[src/rtl/gpio_pkg.sv]
package gpio_pkg;
  localparam int unsigned BUS_W  = 32;
  localparam int unsigned REG_AW = 4;

  typedef enum logic [REG_AW-1:0] {
    REG_DIR   = 4'd0,
    REG_DOUT  = 4'd1,
    REG_DIN   = 4'd2,
    REG_RISE  = 4'd3,
    REG_FALL  = 4'd4,
    REG_MASK  = 4'd5,
    REG_STAT  = 4'd6,
    REG_CLR   = 4'd7,
    REG_GSTAT = 4'd8,
    REG_GMASK = 4'd9
  } reg_sel_e;
endpackage

[src/rtl/gpio_sync.sv]
module gpio_sync #(
  parameter int unsigned W      = 32,
  parameter int unsigned STAGES = 2
) (
  input  logic         clk,
  input  logic         rst_n,
  input  logic [W-1:0] async_i,
  output logic [W-1:0] sync_o
);
  logic [W-1:0] chain_q [STAGES];

  always_ff @(posedge clk or negedge rst_n) begin
    if (!rst_n) begin
      for (int s = 0; s < STAGES; s++) chain_q[s] <= '0;
    end else begin
      chain_q[0] <= async_i;
      for (int s = 1; s < STAGES; s++) chain_q[s] <= chain_q[s-1];
    end
  end

  assign sync_o = chain_q[STAGES-1];
endmodule

[src/rtl/gpio_edge_det.sv]
module gpio_edge_det #(
  parameter int unsigned W = 32
) (
  input  logic         clk,
  input  logic         rst_n,
  input  logic [W-1:0] level_i,
  input  logic [W-1:0] rise_en_i,
  input  logic [W-1:0] fall_en_i,
  output logic [W-1:0] hit_o
);
  logic [W-1:0] prev_q;

  function automatic logic [W-1:0] edge_hits(
    input logic [W-1:0] cur, input logic [W-1:0] prv,
    input logic [W-1:0] ren, input logic [W-1:0] fen);
    return (cur & ~prv & ren) | (~cur & prv & fen);
  endfunction

  always_ff @(posedge clk or negedge rst_n) begin
    if (!rst_n) prev_q <= '0;
    else        prev_q <= level_i;
  end

  assign hit_o = edge_hits(level_i, prev_q, rise_en_i, fall_en_i);
endmodule

[src/rtl/gpio_status.sv]
module gpio_status #(
  parameter int unsigned W = 32
) (
  input  logic         clk,
  input  logic         rst_n,
  input  logic [W-1:0] hit_i,
  input  logic [W-1:0] clr_i,
  output logic [W-1:0] stat_o
);
  logic [W-1:0] stat_q;

  function automatic logic [W-1:0] sticky_next(
    input logic [W-1:0] cur, input logic [W-1:0] set, input logic [W-1:0] clr);
    return (cur & ~clr) | set;
  endfunction

  always_ff @(posedge clk or negedge rst_n) begin
    if (!rst_n) stat_q <= '0;
    else        stat_q <= sticky_next(stat_q, hit_i, clr_i);
  end

  assign stat_o = stat_q;

  // a set bit that is not cleared stays set
  p_sticky_r6: assert property (@(posedge clk) disable iff (!rst_n)
    1'b1 |=> ((($past(stat_q) & ~$past(clr_i)) & ~stat_q) == '0));
  // a cleared bit with no concurrent edge is zero afterwards
  p_clear_r7: assert property (@(posedge clk) disable iff (!rst_n)
    1'b1 |=> ((($past(clr_i) & ~$past(hit_i)) & stat_q) == '0));
  // a detected edge always lands in status, even against a clear
  p_edge_wins_r8: assert property (@(posedge clk) disable iff (!rst_n)
    1'b1 |=> (($past(hit_i) & ~stat_q) == '0));
endmodule

[src/rtl/gpio_glb_irq.sv]
module gpio_glb_irq #(
  parameter int unsigned GW      = 16,
  parameter int unsigned SRC_BIT = 15
) (
  input  logic          clk,
  input  logic          rst_n,
  input  logic          src_i,
  input  logic          wr_stat_i,
  input  logic          wr_mask_i,
  input  logic [GW-1:0] wdata_i,
  output logic [GW-1:0] stat_o,
  output logic [GW-1:0] mask_o,
  output logic [GW-1:0] irq_o
);
  logic [GW-1:0] mask_q;

  function automatic logic hold_set(input logic cur, input logic set, input logic clr);
    return (cur & ~clr) | set;
  endfunction

  for (genvar i = 0; i < GW; i++) begin : g_bit
    if (i == SRC_BIT) begin : g_src
      logic bit_q;
      always_ff @(posedge clk or negedge rst_n) begin
        if (!rst_n) bit_q <= 1'b0;
        else        bit_q <= hold_set(bit_q, src_i, wr_stat_i & wdata_i[i]);
      end
      assign stat_o[i] = bit_q;
    end else begin : g_none
      assign stat_o[i] = 1'b0;
    end
  end

  always_ff @(posedge clk or negedge rst_n) begin
    if (!rst_n)         mask_q <= '0;
    else if (wr_mask_i) mask_q <= wdata_i;
  end

  assign mask_o = mask_q;
  assign irq_o  = stat_o & mask_q;

  // an active source keeps the global bit set on the next cycle
  p_src_sets_r9: assert property (@(posedge clk) disable iff (!rst_n)
    src_i |=> stat_o[SRC_BIT]);
  // the line can only rise while its mask bit is set
  p_line_gated_r10: assert property (@(posedge clk) disable iff (!rst_n)
    $rose(irq_o[SRC_BIT]) |-> mask_o[SRC_BIT]);
endmodule

[src/rtl/gpio_edge_ctrl.sv]
module gpio_edge_ctrl
  import gpio_pkg::*;
#(
  parameter int unsigned W           = 32,
  parameter int unsigned GW          = 16,
  parameter int unsigned GIRQ_BIT    = 15,
  parameter int unsigned SYNC_STAGES = 2,
  parameter logic [W-1:0] WIRED_MASK = 32'h7FFF_FFFF
) (
  input  logic              clk,
  input  logic              rst_n,
  input  logic              bus_cyc,
  input  logic              bus_stb,
  input  logic              bus_we,
  input  logic [REG_AW-1:0] bus_adr,
  input  logic [BUS_W-1:0]  bus_wdata,
  output logic [BUS_W-1:0]  bus_rdata,
  output logic              bus_ack,
  input  logic [W-1:0]      pin_in,
  output logic [W-1:0]      pin_out,
  output logic [W-1:0]      pin_oe,
  output logic [GW-1:0]     irq_line
);
  reg_sel_e      sel;
  logic          req, wr;
  logic          ack_q;
  logic [BUS_W-1:0] rdata_q, rd_mux;
  logic [W-1:0]  dir_q, dout_q, rise_q, fall_q, mask_q;
  logic [W-1:0]  sync_lvl, din_w, hit_w, clr_w, stat_w;
  logic          gpio_irq;
  logic [GW-1:0] glb_stat, glb_mask;

  assign sel = reg_sel_e'(bus_adr);
  assign req = bus_cyc & bus_stb & ~ack_q;
  assign wr  = req & bus_we;

  always_ff @(posedge clk or negedge rst_n) begin
    if (!rst_n) begin
      dir_q  <= '0;
      dout_q <= '0;
      rise_q <= '0;
      fall_q <= '0;
      mask_q <= '0;
    end else if (wr) begin
      case (sel)
        REG_DIR:  dir_q  <= bus_wdata[W-1:0];
        REG_DOUT: dout_q <= bus_wdata[W-1:0];
        REG_RISE: rise_q <= bus_wdata[W-1:0];
        REG_FALL: fall_q <= bus_wdata[W-1:0];
        REG_MASK: mask_q <= bus_wdata[W-1:0];
        default: ;
      endcase
    end
  end

  gpio_sync #(.W(W), .STAGES(SYNC_STAGES)) u_sync (
    .clk(clk), .rst_n(rst_n), .async_i(pin_in), .sync_o(sync_lvl));

  assign din_w = sync_lvl & WIRED_MASK;

  gpio_edge_det #(.W(W)) u_edge (
    .clk(clk), .rst_n(rst_n), .level_i(din_w),
    .rise_en_i(rise_q), .fall_en_i(fall_q), .hit_o(hit_w));

  assign clr_w = (wr && sel == REG_CLR) ? bus_wdata[W-1:0] : '0;

  gpio_status #(.W(W)) u_status (
    .clk(clk), .rst_n(rst_n), .hit_i(hit_w), .clr_i(clr_w), .stat_o(stat_w));

  assign gpio_irq = |(stat_w & mask_q);

  gpio_glb_irq #(.GW(GW), .SRC_BIT(GIRQ_BIT)) u_glb (
    .clk(clk), .rst_n(rst_n), .src_i(gpio_irq),
    .wr_stat_i(wr && sel == REG_GSTAT),
    .wr_mask_i(wr && sel == REG_GMASK),
    .wdata_i(bus_wdata[GW-1:0]),
    .stat_o(glb_stat), .mask_o(glb_mask), .irq_o(irq_line));

  always_comb begin
    rd_mux = '0;
    case (sel)
      REG_DIR:   rd_mux[W-1:0]  = dir_q;
      REG_DOUT:  rd_mux[W-1:0]  = dout_q;
      REG_DIN:   rd_mux[W-1:0]  = din_w;
      REG_RISE:  rd_mux[W-1:0]  = rise_q;
      REG_FALL:  rd_mux[W-1:0]  = fall_q;
      REG_MASK:  rd_mux[W-1:0]  = mask_q;
      REG_STAT:  rd_mux[W-1:0]  = stat_w;
      REG_GSTAT: rd_mux[GW-1:0] = glb_stat;
      REG_GMASK: rd_mux[GW-1:0] = glb_mask;
      default:   rd_mux = '0;
    endcase
  end

  always_ff @(posedge clk or negedge rst_n) begin
    if (!rst_n) begin
      ack_q   <= 1'b0;
      rdata_q <= '0;
    end else begin
      ack_q <= req;
      if (req) rdata_q <= rd_mux;
    end
  end

  assign bus_ack   = ack_q;
  assign bus_rdata = rdata_q;
  assign pin_oe    = dir_q;
  assign pin_out   = dout_q & dir_q;

  // acknowledge is a single-cycle pulse
  p_ack_pulse_r1: assert property (@(posedge clk) disable iff (!rst_n)
    bus_ack |=> !bus_ack);
  // every accepted request is acknowledged on the next cycle
  p_ack_follows_r1: assert property (@(posedge clk) disable iff (!rst_n)
    req |=> bus_ack);
endmodule

[config.mk]
export PLATFORM = sky130hd
export DESIGN_NAME = gpio_edge_ctrl
export DESIGN_NICKNAME = d
export VERILOG_FILES = /design/src/rtl/gpio_pkg.sv /design/src/rtl/gpio_sync.sv /design/src/rtl/gpio_edge_det.sv /design/src/rtl/gpio_status.sv /design/src/rtl/gpio_glb_irq.sv /design/src/rtl/gpio_edge_ctrl.sv
export SDC_FILE = /design/constraint.sdc
export NUM_CORES = 1
export LEC_CHECK = 0
export BUFFER_PORTS_ARGS = -buffer_cell sky130_fd_sc_hd__buf_4
export CAP_MARGIN = 15
export CORE_ASPECT_RATIO = 1.75
export CORE_MARGIN = 10
export CORE_UTILIZATION = 40
export DETAILED_ROUTE_END_ITERATION = 16
export HOLD_SLACK_MARGIN = 0.1
export PLACE_DENSITY = 0.68
export RECOVER_POWER = 25
export SLEW_MARGIN = 20
export SYNTH_ARGS = -nofsm -noshare
export SYNTH_HDL_FRONTEND = slang
export SYNTH_SLANG_ARGS = --single-unit
[constraint.sdc]
create_clock -name clk -period 4.2 [get_ports clk]
set_clock_uncertainty 0.05 [all_clocks]
set_input_delay 0.84 -clock clk [delete_from_list [all_inputs] [get_ports clk]]
set_output_delay 0.84 -clock clk [all_outputs]
set_load 0.05 [all_outputs]
==> summary.md, run 1 <==
| Metric | Value |
|---|---|
| Filler instances | between 3000 and 4000 |
| FF+latch area | 8380 µm² |
| First DRT Iteration DRCs | 810 |
| Largest fanout on the critical path | 87 |
| CTS Hold Bufs | 0 |
| Drt total wl | roughly 43000 µm |
| Core Box Area | approximately 34000 µm² |
| Cells after Synth | about 1100 |
| RePlAce Congestion | 0.883 |
| Initial antenna violation count | 1 |
| Outcome | finished, violations left |
| Buffers on Ports | about 170 |
| CTS Buf Count | 30 |
| RSZ-0062 raised after global routing | no |
| R2R cell count | 6 |
| R2R Path Start | bus_ack |
| CP Cell Sequence | clkbuf_2, buf_4 |
| Seq/Total Area, Yosys | between 60% and 70% |
| Final #Nets | 1323 |
| Clock transition at the registers of the reported paths | roughly 0.07 ns |
| Tmin final | 2.66 ns |
| Cell Area, Synth | 14000 µm² |
| Max IR drop VDD | between 0.3 and 0.4 mV |
| Max_cap viols | 1 |
| Global-route wire length before repair | about 66000 µm |
| # setup viols final | 0 |
| Die H | roughly 270 µm |
| CTS tree | done |
| Post-DP Area | around 16000 µm² |
| WS Path Type | in2async |
| YS warnings | 0 |
| Crit. End Element | async pin |
| Reg2reg setup slack | ~1.9 ns |
| Tcrit/Tclk final | between 60% and 70% |
| CP startpoint kind | input pin |
| Min-Delay Path Class | reg2reg |
| Crit. Startpoint | rst_n |
| Post-layout worst setup margin | about 1.5 ns |
| Root buf cell | clkbuf_16 |
| CP peak stage delay | around 1.6 ns |
| DRC viols | 0 |
| Gr ovfl total | 0 |
| EDFF count, synth | 0 |
| Setup TNS | 0 ns |
| Routed vias/inst | ~5.8 |
| Commonest register cell after synthesis | dfrtp_1 |
| Die area | 43000 µm² |
| Post-route design area | between 15000 and 20000 µm² |
| Post-route ant nets | 0 |
| Ys async rst share | 100% |
| Largest net degree at the start of global routing | ~90 |
| Pwr dens | around 460 nW/µm² |
| Number of synthesized register bits | 335 |
| WP depth | 2 |
| Setup crit end | pin_oe[23] |
| Slew at the pin with the worst max-slew slack | 2.45 ns |
| Max Root-Sink Buffers | 3 |
| Design Power | 0.00767 W |
| Clock latency on the worst-skew pair | between 0.5 and 0.6 ns |
| Failing checks | max-capacitance violations, max-slew violations |
| Vias | 10000 |
| Drt wl/cell | between 20 and 30 µm |
| CP delay by family, top | buffers and inverters |
| # clock sinks | about 340 |
| Initial DRT Pass Iterations | 8 |
| Crit path DAT | ~3.3 ns |
| Initial Utilization | roughly two fifths |
| Max-slew violations | between 80 and 90 |
| Reg-to-reg endpoint | mask_q[5] |
| CTS H-tree depth | 1 |
| Syn avg cell area | around 13 µm² |
| Post-CTS setup buffers | 0 |
| Footprint of the multi-input gates | just over 5000 µm² |
| Final Hold Vio Count | 0 |
| Die width | 161 µm |
| Critical Path RT | roughly 4.8 ns |
| Top Ports | 186 |
| Final core utilization | 48.6% |
| Worst path bufs/invs | 2 |
| P&R area growth vs syn | 20.1% |
| Max-slew headroom | -63.0% |
| Post-DP HPWL | roughly 31000 µm |
| Layout cells sized above 1 | approximately a third |
| FP Rows | 90 |
| CTS resizes | 0 |
| Leakage power | around 7.7 nW |
| GRT Total Usage | 19.7% |
| Max Fclk | ~380 MHz |
| Slowest-stage cell, CP | clkbuf_2 |
| Pre-CTS setup slack | just over 1 ns |
| Synth cell types | between 40 and 50 |
| Vias in the first global route | 10600 |
logic make-up after synthesis:
logic type | share of synthesized area (%)
AOI/OAI and AO/OA | 12.9
muxes | 14.9
buffers and inverters | 3.95
DFF | 60.1
and+or+nand+nor | 8.13
other | 0.0269
flip-flops by register name (all words and copies together), names as in the netlist:
signal                   count
dout_q                      32
u_glb.mask_o                16
u_sync.sync_o               31
bus_ack                      1
u_edge.prev_q               31
u_sync.chain_q              31
pin_oe                      32
u_glb.g_bit.g_src.bit_q      1
mask_q                      32
bus_rdata                   32
rise_q                      32
u_status.stat_o             32
fall_q                      32
how the worst min path moves through the flow:
stage	cells past startpoint	endpoint	from	slack, ns
global placement	0	u_sync.sync_o[11]	u_sync.chain_q[43]	0.28
floorplan	0	u_sync.sync_o[0]	u_sync.chain_q[32]	0.28
finish	0	u_sync.sync_o[20]	u_sync.chain_q[52]	0.29
CTS	1	u_sync.chain_q[40]	rst_n	0.24
global route	0	u_sync.sync_o[20]	u_sync.chain_q[52]	0.30
detailed placement	0	u_sync.sync_o[11]	u_sync.chain_q[43]	0.28
metrics by stage:
| step | cells | hold slack (ns) |
|---|---|---|
| 2_1_floorplan | 1087 | 0.281 |
| 5_1_grt | 1729 | 0.299 |
| 6_report | 1729 | 0.294 |
| 4_1_cts | 1728 | 0.243 |
| 3_3_place_gp | 1678 | 0.282 |
| 3_5_place_dp | 1678 | 0.285 |
cells in the mapped netlist, drive strengths merged (3+ instances only):
cell type    n  area share (%)
dfrtp      335              60
mux2       167              13
nand2       77             2.1
o21ai       59             2.1
buf         57             2.6
a22o        45             2.8
a22oi       44             2.4
and2        40             1.8
o211ai      35             1.9
inv         34            0.91
nand3b      33             1.9
a222oi      24             1.7
mux2i       16             1.1
clkbuf      15            0.40
nor2        10            0.30
nor2b       10            0.45
nor3         9            0.39
a21oi        8            0.29
nand4        7            0.31
a221oi       6            0.38
nand3        6            0.22
a32oi        5            0.31
a32o         4            0.29
o221ai       4            0.25
and3         3            0.13
routing by layer:
layer,wire [µm],global-route usage [%],vias up
met5,0,0,-
met3,2590,2.98,123
met4,2590,11.9,0
met1,15600,22.1,5186
li1,-,-,4277
met2,22400,34.6,417
power breakdown:
group | internal [W] | total, W | switching [W] | leakage (nW)
Clock | 0.00160 | 0.00281 | 0.00121 | 0.486
Combinational | 0.000416 | 0.00108 | 0.000664 | 3.06
Sequential | 0.00352 | 0.00379 | 0.000263 | 4.20
Total | 0.00554 | 0.00767 | 0.00214 | 7.75
cell type report:
cell class	count	share of cell area (%)
Timing Repair Buffer	203	9.38
Inverter	34	0.762
Antenna cell	1	0.0149
Multi-Input combinational cell	646	30.5
Clock inverter	6	0.493
Tap cell	460	3.43
Sequential cell	335	50.0
Clock buffer	44	5.40
placed cells by master, fill, tap and decap left out, types with 3 or more instances in the layout:
cell type and n:
a21oi_1 8, a221oi_1 6, a222oi_1 24, a22o_1 45, a22oi_1 44, a32o_1 4
a32oi_1 5, and2_1 40, buf_12 4, buf_4 167, clkbuf_1 5, clkbuf_16 31
clkbuf_4 31, clkbuf_8 8, clkinv_2 3, conb_1 15, dfrtp_1 335, inv_1 34
mux2_1 12, mux2_2 155, mux2i_1 16, nand2_1 77, nand3_1 6, nand3b_1 33
nand4_1 7, nor2_1 6, nor2_2 4, nor2b_1 10, nor3_1 7, o211ai_1 35
o21ai_0 57, o221ai_1 4
(Power assumes the default switching activity.)
==> run 2, diff against run 1 <==
==> constraint.sdc (replaced) <==
create_clock -name clk -period 2.6 [get_ports clk]
set_clock_uncertainty 0.05 [all_clocks]
set_input_delay 0.52 -clock clk [delete_from_list [all_inputs] [get_ports clk]]
set_output_delay 0.52 -clock clk [all_outputs]
set_load 0.05 [all_outputs]
==> run 2 against run 1 <==
Compared with the run above:
- the run now ends clean
- final cell count grew 3.5%
- global-route usage is essentially flat
- non-clock buffer count grew 57
- combinational power grew 68%
- worst hold slack lost 0.11 ns
- wire length grew 0.40%
- critical endpoint is now mask_q[9]
- largest power group unchanged
- highest routed layer unchanged
==> summary.md, run 2 (same netlist as run 1, synthesis figures left out) <==
| Metric | Value |
|---|---|
| Grt met3 use | under 10% |
| Gr ovfl total | 0 |
| Root buf cell | clkbuf_16 |
| Slew at the pin with the worst max-slew slack | between 1 and 1.5 ns |
| Outcome | completed |
| Buffers on Ports | around 170 |
| CTS resizes | 0 |
| Die width | ~160 µm |
| Critical Path RT | roughly 3.0 ns |
| Initial antenna violation count | 0 |
| Max Root-Sink Buffers | 3 |
| RePlAce Congestion | between 0.9 and 1 |
| Max-slew headroom | 13.7% |
| Min-Delay Path Class | in2reg |
| CTS Buf Count | 31 |
| Combinational power share | 14.6% |
| Leakage power | between 8 and 9 nW |
| Most common cell after layout, fill and taps aside | dfrtp_1 |
| Tmin final | between 2 and 2.5 ns |
| Worst path bufs/invs | 2 |
| Drt total wl | about 43000 µm |
| Max IR drop VDD | roughly 0.57 mV |
| GRT Total Usage | approximately a fifth |
| Pre-CTS setup slack | 0.0590 ns |
| Placed Cells | approximately 1700 |
| Die area | 43000 µm² |
| Top Ports | around 190 |
| First DRT Iteration DRCs | 759 |
| Post-layout worst setup margin | 0.540 ns |
| FP Rows | 90 |
| GR peak layer | met2 |
| Clock Power Share | 36.0% |
| Max-slew violations | 0 |
| Global-route wire length before repair | about 66000 µm |
| P&R area growth vs syn | 24.5% |
| Pwr dens | roughly 700 nW/µm² |
| Post-CTS setup buffers | 0 |
| Die H | 267 µm |
| DRC viols | 0 |
| Drt wl/cell | 24.3 µm |
| Setup TNS | 0 ns |
| CP startpoint kind | register |
| Tcrit/Tclk final | about four fifths |
| CTS Hold Bufs | 32 |
| Final Hold Vio Count | 0 |
| Layout cells sized above 1 | 33.5% |
| Routed vias/inst | 5.66 |
| Max Fclk | 485 MHz |
| Final core utilization | 50.4% |
| # clock sinks | 335 |
| Post-route design area | between 15000 and 20000 µm² |
| CP peak stage delay | between 0.3 and 0.4 ns |
| CTS H-tree depth | 1 |
| CP Cell Sequence | nand3b_4, inv_1, nand2_1, nor3_4, buf_12, mux2_2 |
| Grt met2 use | a little over a third |
| Final #Nets | roughly 1400 |
| Largest net degree at the start of global routing | roughly 110 |
| Largest fanout on the critical path | 25 |
| Post-route insts no fill | between 1500 and 2000 |
| RSZ-0062 raised after global routing | no |
| NetSw | approximately 0.0035 W |
| Grt met1 use | ~22% |
| Max_cap viols | 0 |
| Post-DP HPWL | roughly 31000 µm |
| Sw frac | between 20% and 30% |
| Part of the power in registers | just under 50% |
| Slowest-stage cell, CP | dfrtp_1 |
| Vias in the first global route | between 10000 and 15000 |
| Crit. End Element | register |
| # setup viols final | 0 |
| Initial DRT Pass Iterations | 8 |
| Antenna cells | 0 |
| Crit path DAT | 2.46 ns |
| Clock latency on the worst-skew pair | between 0.5 and 0.6 ns |
| Clock transition at the registers of the reported paths | approximately 0.070 ns |
| Commonest cells after routing, fill and taps aside | dfrtp_1 (335), buf_4 (181), mux2_2 (155) |
| Vias | 10100 |
| Post-DP Area | ~16000 µm² |
| Core Box Area | 34500 µm² |
| WS Path Type | reg2reg |
| Internal | 0.00892 W |
| Post-route ant nets | 0 |
| Initial Utilization | 40.5% |
| CP delay by family, top | simple AND/OR/NAND/NOR gates |
| CTS tree | done |
run 2: cell types whose count changed in the layout (fill, tap and decap cells not counted), moves of 2 or more:
cell,previous run,this run
dlygate4sd3_1,0,32
buf_4,167,181
buf_12,4,12
clkbuf_8,8,4
clkinv_2,3,7
clkbuf_1,5,8
clkinvlp_4,1,3
run 2: area by class of cell:
class	instances	area [µm²]
Clock buffer	41	853
Clock inverter	14	135
Timing Repair Buffer	260	2180
Tap cell	460	576
Inverter	34	128
Multi-Input combinational cell	646	5120
Fill cell	3066	17100
Sequential cell	335	8380
run 2: per-layer routing:
| layer | vias up | part of all wire, % |
|---|---|---|
| li1 | 4406 | - |
| met1 | 5205 | 36 |
| met2 | 412 | 53 |
| met3 | 110 | 5.8 |
| met4 | 0 | 5.7 |
| met5 | - | 0 |
run 2: final timing paths:
check                               endpoint  cells after the start  slack [ns]                from
max in group asynchronous         rise_q[11]                      3        0.57               rst_n
setup / recovery                   mask_q[9]                      6        0.54             bus_ack
hold / removal                    fall_q[23]                      2        0.18       bus_wdata[23]
hold reg to reg            u_sync.sync_o[20]                      0        0.29  u_sync.chain_q[52]
setup reg to reg                   mask_q[9]                      6        0.54             bus_ack
min in group asynchronous          pin_oe[8]                      2        0.36               rst_n
run 2: power by group through the flow:
stage / logic, W / registers, W / clock network, W
floorplan: 0.000806 / 0.00635 / 0
finish: 0.00181 / 0.00612 / 0.00446
global route: 0.00193 / 0.00618 / 0.00476
detailed placement: 0.00178 / 0.00621 / 0
global placement: 0.00175 / 0.00619 / 0
CTS: 0.00183 / 0.00612 / 0.00456
run 2: per-stage QoR:
stage	hold slack [ns]	power [W]
after floorplan	0.174	0.00715
after global placement	0.281	0.00794
after detailed placement	0.285	0.00800
after CTS	0.147	0.0125
after global routing	0.168	0.0129
final	0.180	0.0124
